### config.mk
export PLATFORM = sky130hd
export DESIGN_NAME = isc_cmd_gate
export DESIGN_NICKNAME = d
export VERILOG_FILES = /design/src/rtl/isc_gate_pkg.sv /design/src/rtl/isc_nvcfg.sv /design/src/rtl/isc_cmd_check.sv /design/src/rtl/isc_pin_drv.sv /design/src/rtl/isc_cmd_gate.sv
export SDC_FILE = /design/constraint.sdc
export NUM_CORES = 1
export LEC_CHECK = 0
export BUFFER_PORTS_ARGS = -buffer_cell sky130_fd_sc_hd__buf_2
export CAP_MARGIN = 20
export CORE_MARGIN = 3
export CORE_UTILIZATION = 54
export CTS_CLUSTER_SIZE = 8
export DETAILED_ROUTE_END_ITERATION = 6
export GPL_TIMING_DRIVEN = 1
export PLACE_DENSITY_LB_ADDON = 0.15
export SKIP_CTS_REPAIR_TIMING = 1
export SLEW_MARGIN = 20
export SYNTH_ARGS = -nofsm -noshare
export SYNTH_HDL_FRONTEND = slang
export SYNTH_SLANG_ARGS = --single-unit
### constraint.sdc
create_clock -name clk -period 3.7 [get_ports clk]
set_clock_uncertainty 0.15 [all_clocks]
set_input_delay 0.555 -clock clk [delete_from_list [all_inputs] [get_ports clk]]
set_output_delay 0.555 -clock clk [all_outputs]
set_load 0.005 [all_outputs]
### src/rtl/isc_gate_pkg.sv
package isc_gate_pkg;

    typedef enum logic [2:0] {
        OP_ENABLE     = 3'd0,
        OP_DISABLE    = 3'd1,
        OP_CLEAR      = 3'd2,
        OP_PROGRAM    = 3'd3,
        OP_SECT_ERASE = 3'd4,
        OP_CHIP_ERASE = 3'd5,
        OP_VERIFY     = 3'd6,
        OP_READ       = 3'd7
    } isc_op_e;

    typedef enum logic [1:0] {
        ST_DORMANT = 2'd0,
        ST_READY   = 2'd1,
        ST_LAUNCH  = 2'd2,
        ST_RUN     = 2'd3
    } gate_state_e;

    localparam int PIN_STAT = 0;
    localparam int PIN_ERR  = 1;
    localparam int PIN_COUNT = 2;

    function automatic logic is_engine_op(isc_op_e op);
        return (op == OP_PROGRAM) || (op == OP_SECT_ERASE) || (op == OP_CHIP_ERASE) ||
               (op == OP_VERIFY) || (op == OP_READ);
    endfunction

endpackage

### src/rtl/isc_nvcfg.sv
// Non-volatile configuration holder: security lock and per-sector protect bits.
// Deliberately untouched by the block reset.
module isc_nvcfg #(
    parameter int SECTORS = 8
) (
    input  logic               clk,
    input  logic               load_en,
    input  logic               load_secure,
    input  logic [SECTORS-1:0] load_protect,
    input  logic               unlock,
    output logic               secure_q,
    output logic [SECTORS-1:0] protect_q
);

    always_ff @(posedge clk) begin
        if (load_en) begin
            secure_q  <= load_secure;
            protect_q <= load_protect;
        end else if (unlock) begin
            secure_q  <= 1'b0;
        end
    end

endmodule

### src/rtl/isc_cmd_check.sv
// Combinational policy check of one command against lock and protection.
module isc_cmd_check
    import isc_gate_pkg::*;
#(
    parameter int SECTORS = 8,
    localparam int SECT_W = (SECTORS > 1) ? $clog2(SECTORS) : 1
) (
    input  isc_op_e            op,
    input  logic [SECT_W-1:0]  sector,
    input  logic               secure,
    input  logic [SECTORS-1:0] protect,
    output logic               wants_engine,
    output logic               refuse
);

    logic prot_hit;
    logic in_range;
    logic lock_block;
    logic erase_block;

    always_comb begin
        prot_hit = 1'b0;
        in_range = 1'b0;
        for (int i = 0; i < SECTORS; i++) begin
            if (sector == SECT_W'(i)) begin
                prot_hit = protect[i];
                in_range = 1'b1;
            end
        end
    end

    always_comb begin
        wants_engine = is_engine_op(op);
        lock_block   = secure && (op != OP_CHIP_ERASE);
        erase_block  = (op == OP_SECT_ERASE) && (prot_hit || !in_range);
        refuse       = wants_engine && (lock_block || erase_block);
    end

endmodule

### src/rtl/isc_pin_drv.sv
// One side-band pin: push-pull level or open-drain pull-down.
module isc_pin_drv (
    input  logic pins_on,
    input  logic od_mode,
    input  logic level,
    output logic pin_o,
    output logic pin_oe
);

    always_comb begin
        if (!pins_on) begin
            pin_o  = 1'b0;
            pin_oe = 1'b0;
        end else if (od_mode) begin
            pin_o  = 1'b0;
            pin_oe = !level;
        end else begin
            pin_o  = level;
            pin_oe = 1'b1;
        end
    end

endmodule

### src/rtl/isc_cmd_gate.sv
module isc_cmd_gate
    import isc_gate_pkg::*;
#(
    parameter int SECTORS = 8,
    localparam int SECT_W = (SECTORS > 1) ? $clog2(SECTORS) : 1
) (
    input  logic               clk,
    input  logic               rst,
    input  logic               cmd_valid,
    input  logic [2:0]         cmd_op,
    input  logic [SECT_W-1:0]  cmd_sector,
    input  logic               cmd_od,
    input  logic               cfg_load,
    input  logic               cfg_secure,
    input  logic [SECTORS-1:0] cfg_protect,
    input  logic               eng_busy,
    input  logic               eng_error,
    input  logic               sec_wr_busy,
    output logic               eng_start,
    output logic [2:0]         eng_op,
    output logic [SECT_W-1:0]  eng_sector,
    output logic               stat_o,
    output logic               stat_oe,
    output logic               err_o,
    output logic               err_oe
);

    gate_state_e        state_q, state_d;
    isc_op_e            cmd_op_e;
    isc_op_e            op_q;
    logic [SECT_W-1:0]  sector_q;
    logic               err_flag_q;
    logic               od_q;
    logic               secure_q;
    logic [SECTORS-1:0] protect_q;
    logic               wants_engine;
    logic               refuse;
    logic               op_done;
    logic               unlock;
    logic               pins_on;
    logic [PIN_COUNT-1:0] pin_level;
    logic [PIN_COUNT-1:0] pin_o;
    logic [PIN_COUNT-1:0] pin_oe;

    assign cmd_op_e = isc_op_e'(cmd_op);
    assign op_done  = (state_q == ST_RUN) && !eng_busy;
    assign unlock   = op_done && !eng_error && (op_q == OP_CHIP_ERASE);

    isc_nvcfg #(.SECTORS(SECTORS)) u_nvcfg (
        .clk          (clk),
        .load_en      (cfg_load && (state_q == ST_DORMANT)),
        .load_secure  (cfg_secure),
        .load_protect (cfg_protect),
        .unlock       (unlock),
        .secure_q     (secure_q),
        .protect_q    (protect_q)
    );

    isc_cmd_check #(.SECTORS(SECTORS)) u_check (
        .op           (cmd_op_e),
        .sector       (cmd_sector),
        .secure       (secure_q),
        .protect      (protect_q),
        .wants_engine (wants_engine),
        .refuse       (refuse)
    );

    // Next-state logic
    always_comb begin
        state_d = state_q;
        unique case (state_q)
            ST_DORMANT: begin
                if (cmd_valid && (cmd_op_e == OP_ENABLE)) state_d = ST_READY;
            end
            ST_READY: begin
                if (cmd_valid) begin
                    if (cmd_op_e == OP_DISABLE)           state_d = ST_DORMANT;
                    else if (wants_engine && !refuse)     state_d = ST_LAUNCH;
                end
            end
            ST_LAUNCH: state_d = ST_RUN;
            ST_RUN: begin
                if (!eng_busy) state_d = ST_READY;
            end
        endcase
    end

    // State register
    always_ff @(posedge clk) begin
        if (rst) state_q <= ST_DORMANT;
        else     state_q <= state_d;
    end

    // Command context, sticky error flag and pin mode
    always_ff @(posedge clk) begin
        if (rst) begin
            err_flag_q <= 1'b0;
            od_q       <= 1'b0;
            op_q       <= OP_READ;
            sector_q   <= '0;
        end else begin
            unique case (state_q)
                ST_DORMANT: begin
                    if (cmd_valid && (cmd_op_e == OP_ENABLE)) od_q <= cmd_od;
                end
                ST_READY: begin
                    if (cmd_valid) begin
                        unique case (cmd_op_e)
                            OP_ENABLE:  od_q <= cmd_od;
                            OP_DISABLE: begin
                                err_flag_q <= 1'b0;
                                od_q       <= 1'b0;
                            end
                            OP_CLEAR:   err_flag_q <= 1'b0;
                            default: begin
                                if (refuse) begin
                                    err_flag_q <= 1'b1;
                                end else begin
                                    op_q     <= cmd_op_e;
                                    sector_q <= cmd_sector;
                                end
                            end
                        endcase
                    end
                end
                ST_LAUNCH: ;
                ST_RUN: begin
                    if (op_done && eng_error) err_flag_q <= 1'b1;
                end
            endcase
        end
    end

    // Output logic
    always_comb begin
        eng_start = (state_q == ST_LAUNCH);
        eng_op    = op_q;
        eng_sector = sector_q;
        pins_on   = (state_q != ST_DORMANT);
        pin_level[PIN_STAT] = (state_q == ST_READY) && !sec_wr_busy;
        pin_level[PIN_ERR]  = !err_flag_q;
    end

    for (genvar g = 0; g < PIN_COUNT; g++) begin : g_pin
        isc_pin_drv u_drv (
            .pins_on (pins_on),
            .od_mode (od_q),
            .level   (pin_level[g]),
            .pin_o   (pin_o[g]),
            .pin_oe  (pin_oe[g])
        );
    end

    assign stat_o  = pin_o[PIN_STAT];
    assign stat_oe = pin_oe[PIN_STAT];
    assign err_o   = pin_o[PIN_ERR];
    assign err_oe  = pin_oe[PIN_ERR];

endmodule

==> run metrics <==
status=completed; Net Sw Power=0.174 mW; total number of clock tree sinks=19; final-layout setup total negative slack=0 ns; initial core utilization=0.607; number of buffers created by CTS=3; switching fraction of total power=0.323; top-level port count=34; port buffer count=33; count of H-tree levels built during CTS=1; first-pass GRT wire length=3.75 mm; vertical die dimension=51.5 µm; proportion of power drawn by flip-flops and latches=0.490; number of antenna violations at the first check in global routing=0; fraction of layout cells with a size suffix above 1=0.301; cell taking the most area after synthesis=sky130_fd_sc_hd__edfxtp_1; endpoint type of the worst setup path=primary output; total leakage power=0.569 nW; most used cell along the critical path=sky130_fd_sc_hd__inv_1; share of total power in the clock network=0.202; TritonCTS clock tree=yes; list of cells traversed by the critical path=inv_1, ha_1, inv_1, nor4_1, buf_2; required arrival time at the worst endpoint=2.99 ns; die width=51.5 µm; Clk Tree Root Cell=sky130_fd_sc_hd__clkbuf_4; DRC violation total after the first TritonRoute iteration=26; Pins Over Slew Limit=0; met2 WL post-DR=1.12 mm; placed wire-length estimate after detailed placement=1.73 mm; via count of the first global-routing pass=832; remaining global-route overflow=0; most instantiated library cell after synthesis=sky130_fd_sc_hd__nor2_1; Final Hold Violating Endpoints=0; data arrival time at the worst-slack endpoint=1.66 ns; Clock Path Buffers=2; CP max stage delay=0.36 ns; WS Path Type=flip-flop to primary output; diodes inserted=0; netlist area before placement=0.00112 mm²; share of the clock period used by the worst path after layout=0.640; maximum VDD drop=0.226 mV; yosys synthesis warning count=0; max-cap violation count=0; combined global-route utilization of all metal layers=0.187; worst-path maximum fanout=9; Core Footprint=0.00184 mm²; Post-Synthesis Cells=113; top layer reached by signal wires=met4; area of the die=0.00265 mm²; Final Setup Violations=0; net count after synthesis=141; count of TritonRoute iterations in the first routing pass=6; top-area cell type share of the netlist area=0.242; mean post-synth cell area=9.88 µm²; fraction of the yosys area taken by sequential cells=0.422; clock latency at the later pin of the worst-skew pair=0.30 ns; core occupancy in the finished layout=0.710; cells taking the most area after synthesis=sky130_fd_sc_hd__edfxtp_1 24%, sky130_fd_sc_hd__dfxtp_1 18%, sky130_fd_sc_hd__mux2i_1 9.9%; Hold Path Class=input port to flip-flop; DRC violations left=0; min cycle time layout=2.37 ns; Worst Setup Start Kind=flip-flop; wirelength, routed=2.30 mm; GPL Wtd Cong=0.817; routed len/inst=13.7 µm; RSZ-0062 raised after global routing=no; clock transition at the registers of the reported paths=0.12 ns; Power Dens Cells=413 mW/mm²; upper clock frequency limit=422 MHz; DRT met1 WL=1.02 mm; Pwr Total=0.539 mW; worst slew margin relative to its limit=0.650; # rows=15; total via count after detailed routing=911; Combinational Power Share=0.308; fraction of synthesis flops using an asynchronous set or reset pin=0; area growth from synthesis to final layout=16.9%; maximum number of pins on one net before global-route repair=20; number of synthesized flops with an enable pin=9; vias per std cell=5.42; Met3 Wirelength=146 µm; synthesized flop and latch total=19; most used standard cells in the synthesized netlist=13 x sky130_fd_sc_hd__nor2_1, 11 x sky130_fd_sc_hd__mux2i_1, 10 x sky130_fd_sc_hd__dfxtp_1; number of nets with antenna violations after routing=0; transition time of the tightest slew-check pin=0.524 ns; Final #Nets=172; Pint=0.365 mW; commonest register cell after synthesis=sky130_fd_sc_hd__dfxtp_1; Worst path slowest cell=sky130_fd_sc_hd__ha_1; post-synth cell types=42
-- worst max-delay path: cells and delay by family (launching register included) --
family                   cells  cell delay [ns]
flip-flops                   1             0.35
AND/OR/NAND/NOR              1             0.23
adder cells (fa/ha/maj)      1             0.36
buffers and inverters        3             0.42
-- layout by cell type (no fill, tap or decap), drive strengths merged, types with 2 or more instances in the layout --
master  synthesis  final
buf             2     33
nor2           13     13
mux2i          11     11
dfxtp          10     10
edfxtp          9      9
inv             8      8
nand2b          6      6
ha              5      5
nand2           4      4
a21oi           3      3
clkbuf          5      3
a21boi          2      2
nand3           2      2
nor2b           2      2
o21ai           2      2
o211ai          2      2
nand3b          2      2
o31ai           2      2
a31oi           2      2
mux2            2      2
-- state kept, by name, summed over array words and instances (netlist names) --
name / count
od_q: 1
u_nvcfg.secure_q: 1
u_nvcfg.protect_q: 8
state_q: 2
err_flag_q: 1
eng_op: 3
eng_sector: 3
-- power groups by stage --
stage / clock network, mW / logic (mW) / registers (mW)
6_report: 0.109 / 0.166 / 0.264
5_1_grt: 0.121 / 0.186 / 0.268
4_1_cts: 0.113 / 0.166 / 0.264
3_5_place_dp: 0 / 0.165 / 0.269
3_3_place_gp: 0 / 0.157 / 0.269
2_1_floorplan: 0 / 0.114 / 0.266
-- per-layer routing --
layer  track usage  vias up
met4        0.0393        0
met1         0.252      414
met2         0.316       35
li1              -      460
met3        0.0262        2
met5             0        -
-- metrics by stage --
step / hold slack (ns) / instance area, µm² / instances / setup slack, ns
global placement: 0.306 / 1280 / 164 / 1.38
CTS: 0.263 / 1310 / 168 / 1.34
detailed placement: 0.312 / 1280 / 164 / 1.36
floorplan: 0.315 / 1120 / 113 / 1.48
global route: 0.255 / 1310 / 168 / 1.19
finish: 0.275 / 1310 / 168 / 1.33
-- final cells by class --
type                            count  area, µm²
Tap cell                           25       31.3
Clock inverter                      1       5.00
Timing Repair Buffer               33        165
Clock buffer                        3       22.5
Sequential cell                    19        470
Inverter                            8       30.0
Fill cell                         163        534
Multi-Input combinational cell     79        581
-- worst paths after layout --
path                               from                        endpoint  slack (ns)  cells past startpoint
max             state_q[1]$_SDFFE_PP0P_                          stat_o        1.33                      5
min reg2reg  eng_sector[2]$_SDFFE_PP0P_      eng_sector[2]$_SDFFE_PP0P_        0.33                      2
max reg2reg     state_q[1]$_SDFFE_PP0P_         state_q[0]$_SDFFE_PP0P_        1.64                      5
min                      cfg_protect[6]  u_nvcfg.protect_q[6]$_DFFE_PP_        0.27                      1
-- logic make-up (layout without fill, tap and decap cells) --
kind of cell               count (synthesis)  after routing  share of synthesized area
and+or+nand+nor                           41             41                      0.207
DFF                                       19             19                      0.422
buffers and inverters                     15             45                     0.0583
xor gates and xnor gates                   1              1                    0.00785
muxes                                     13             13                      0.122
AOI/OAI and AO/OA                         19             19                      0.127
adders and majority gates                  5              5                     0.0561
Power figures use the tool's default switching activity.
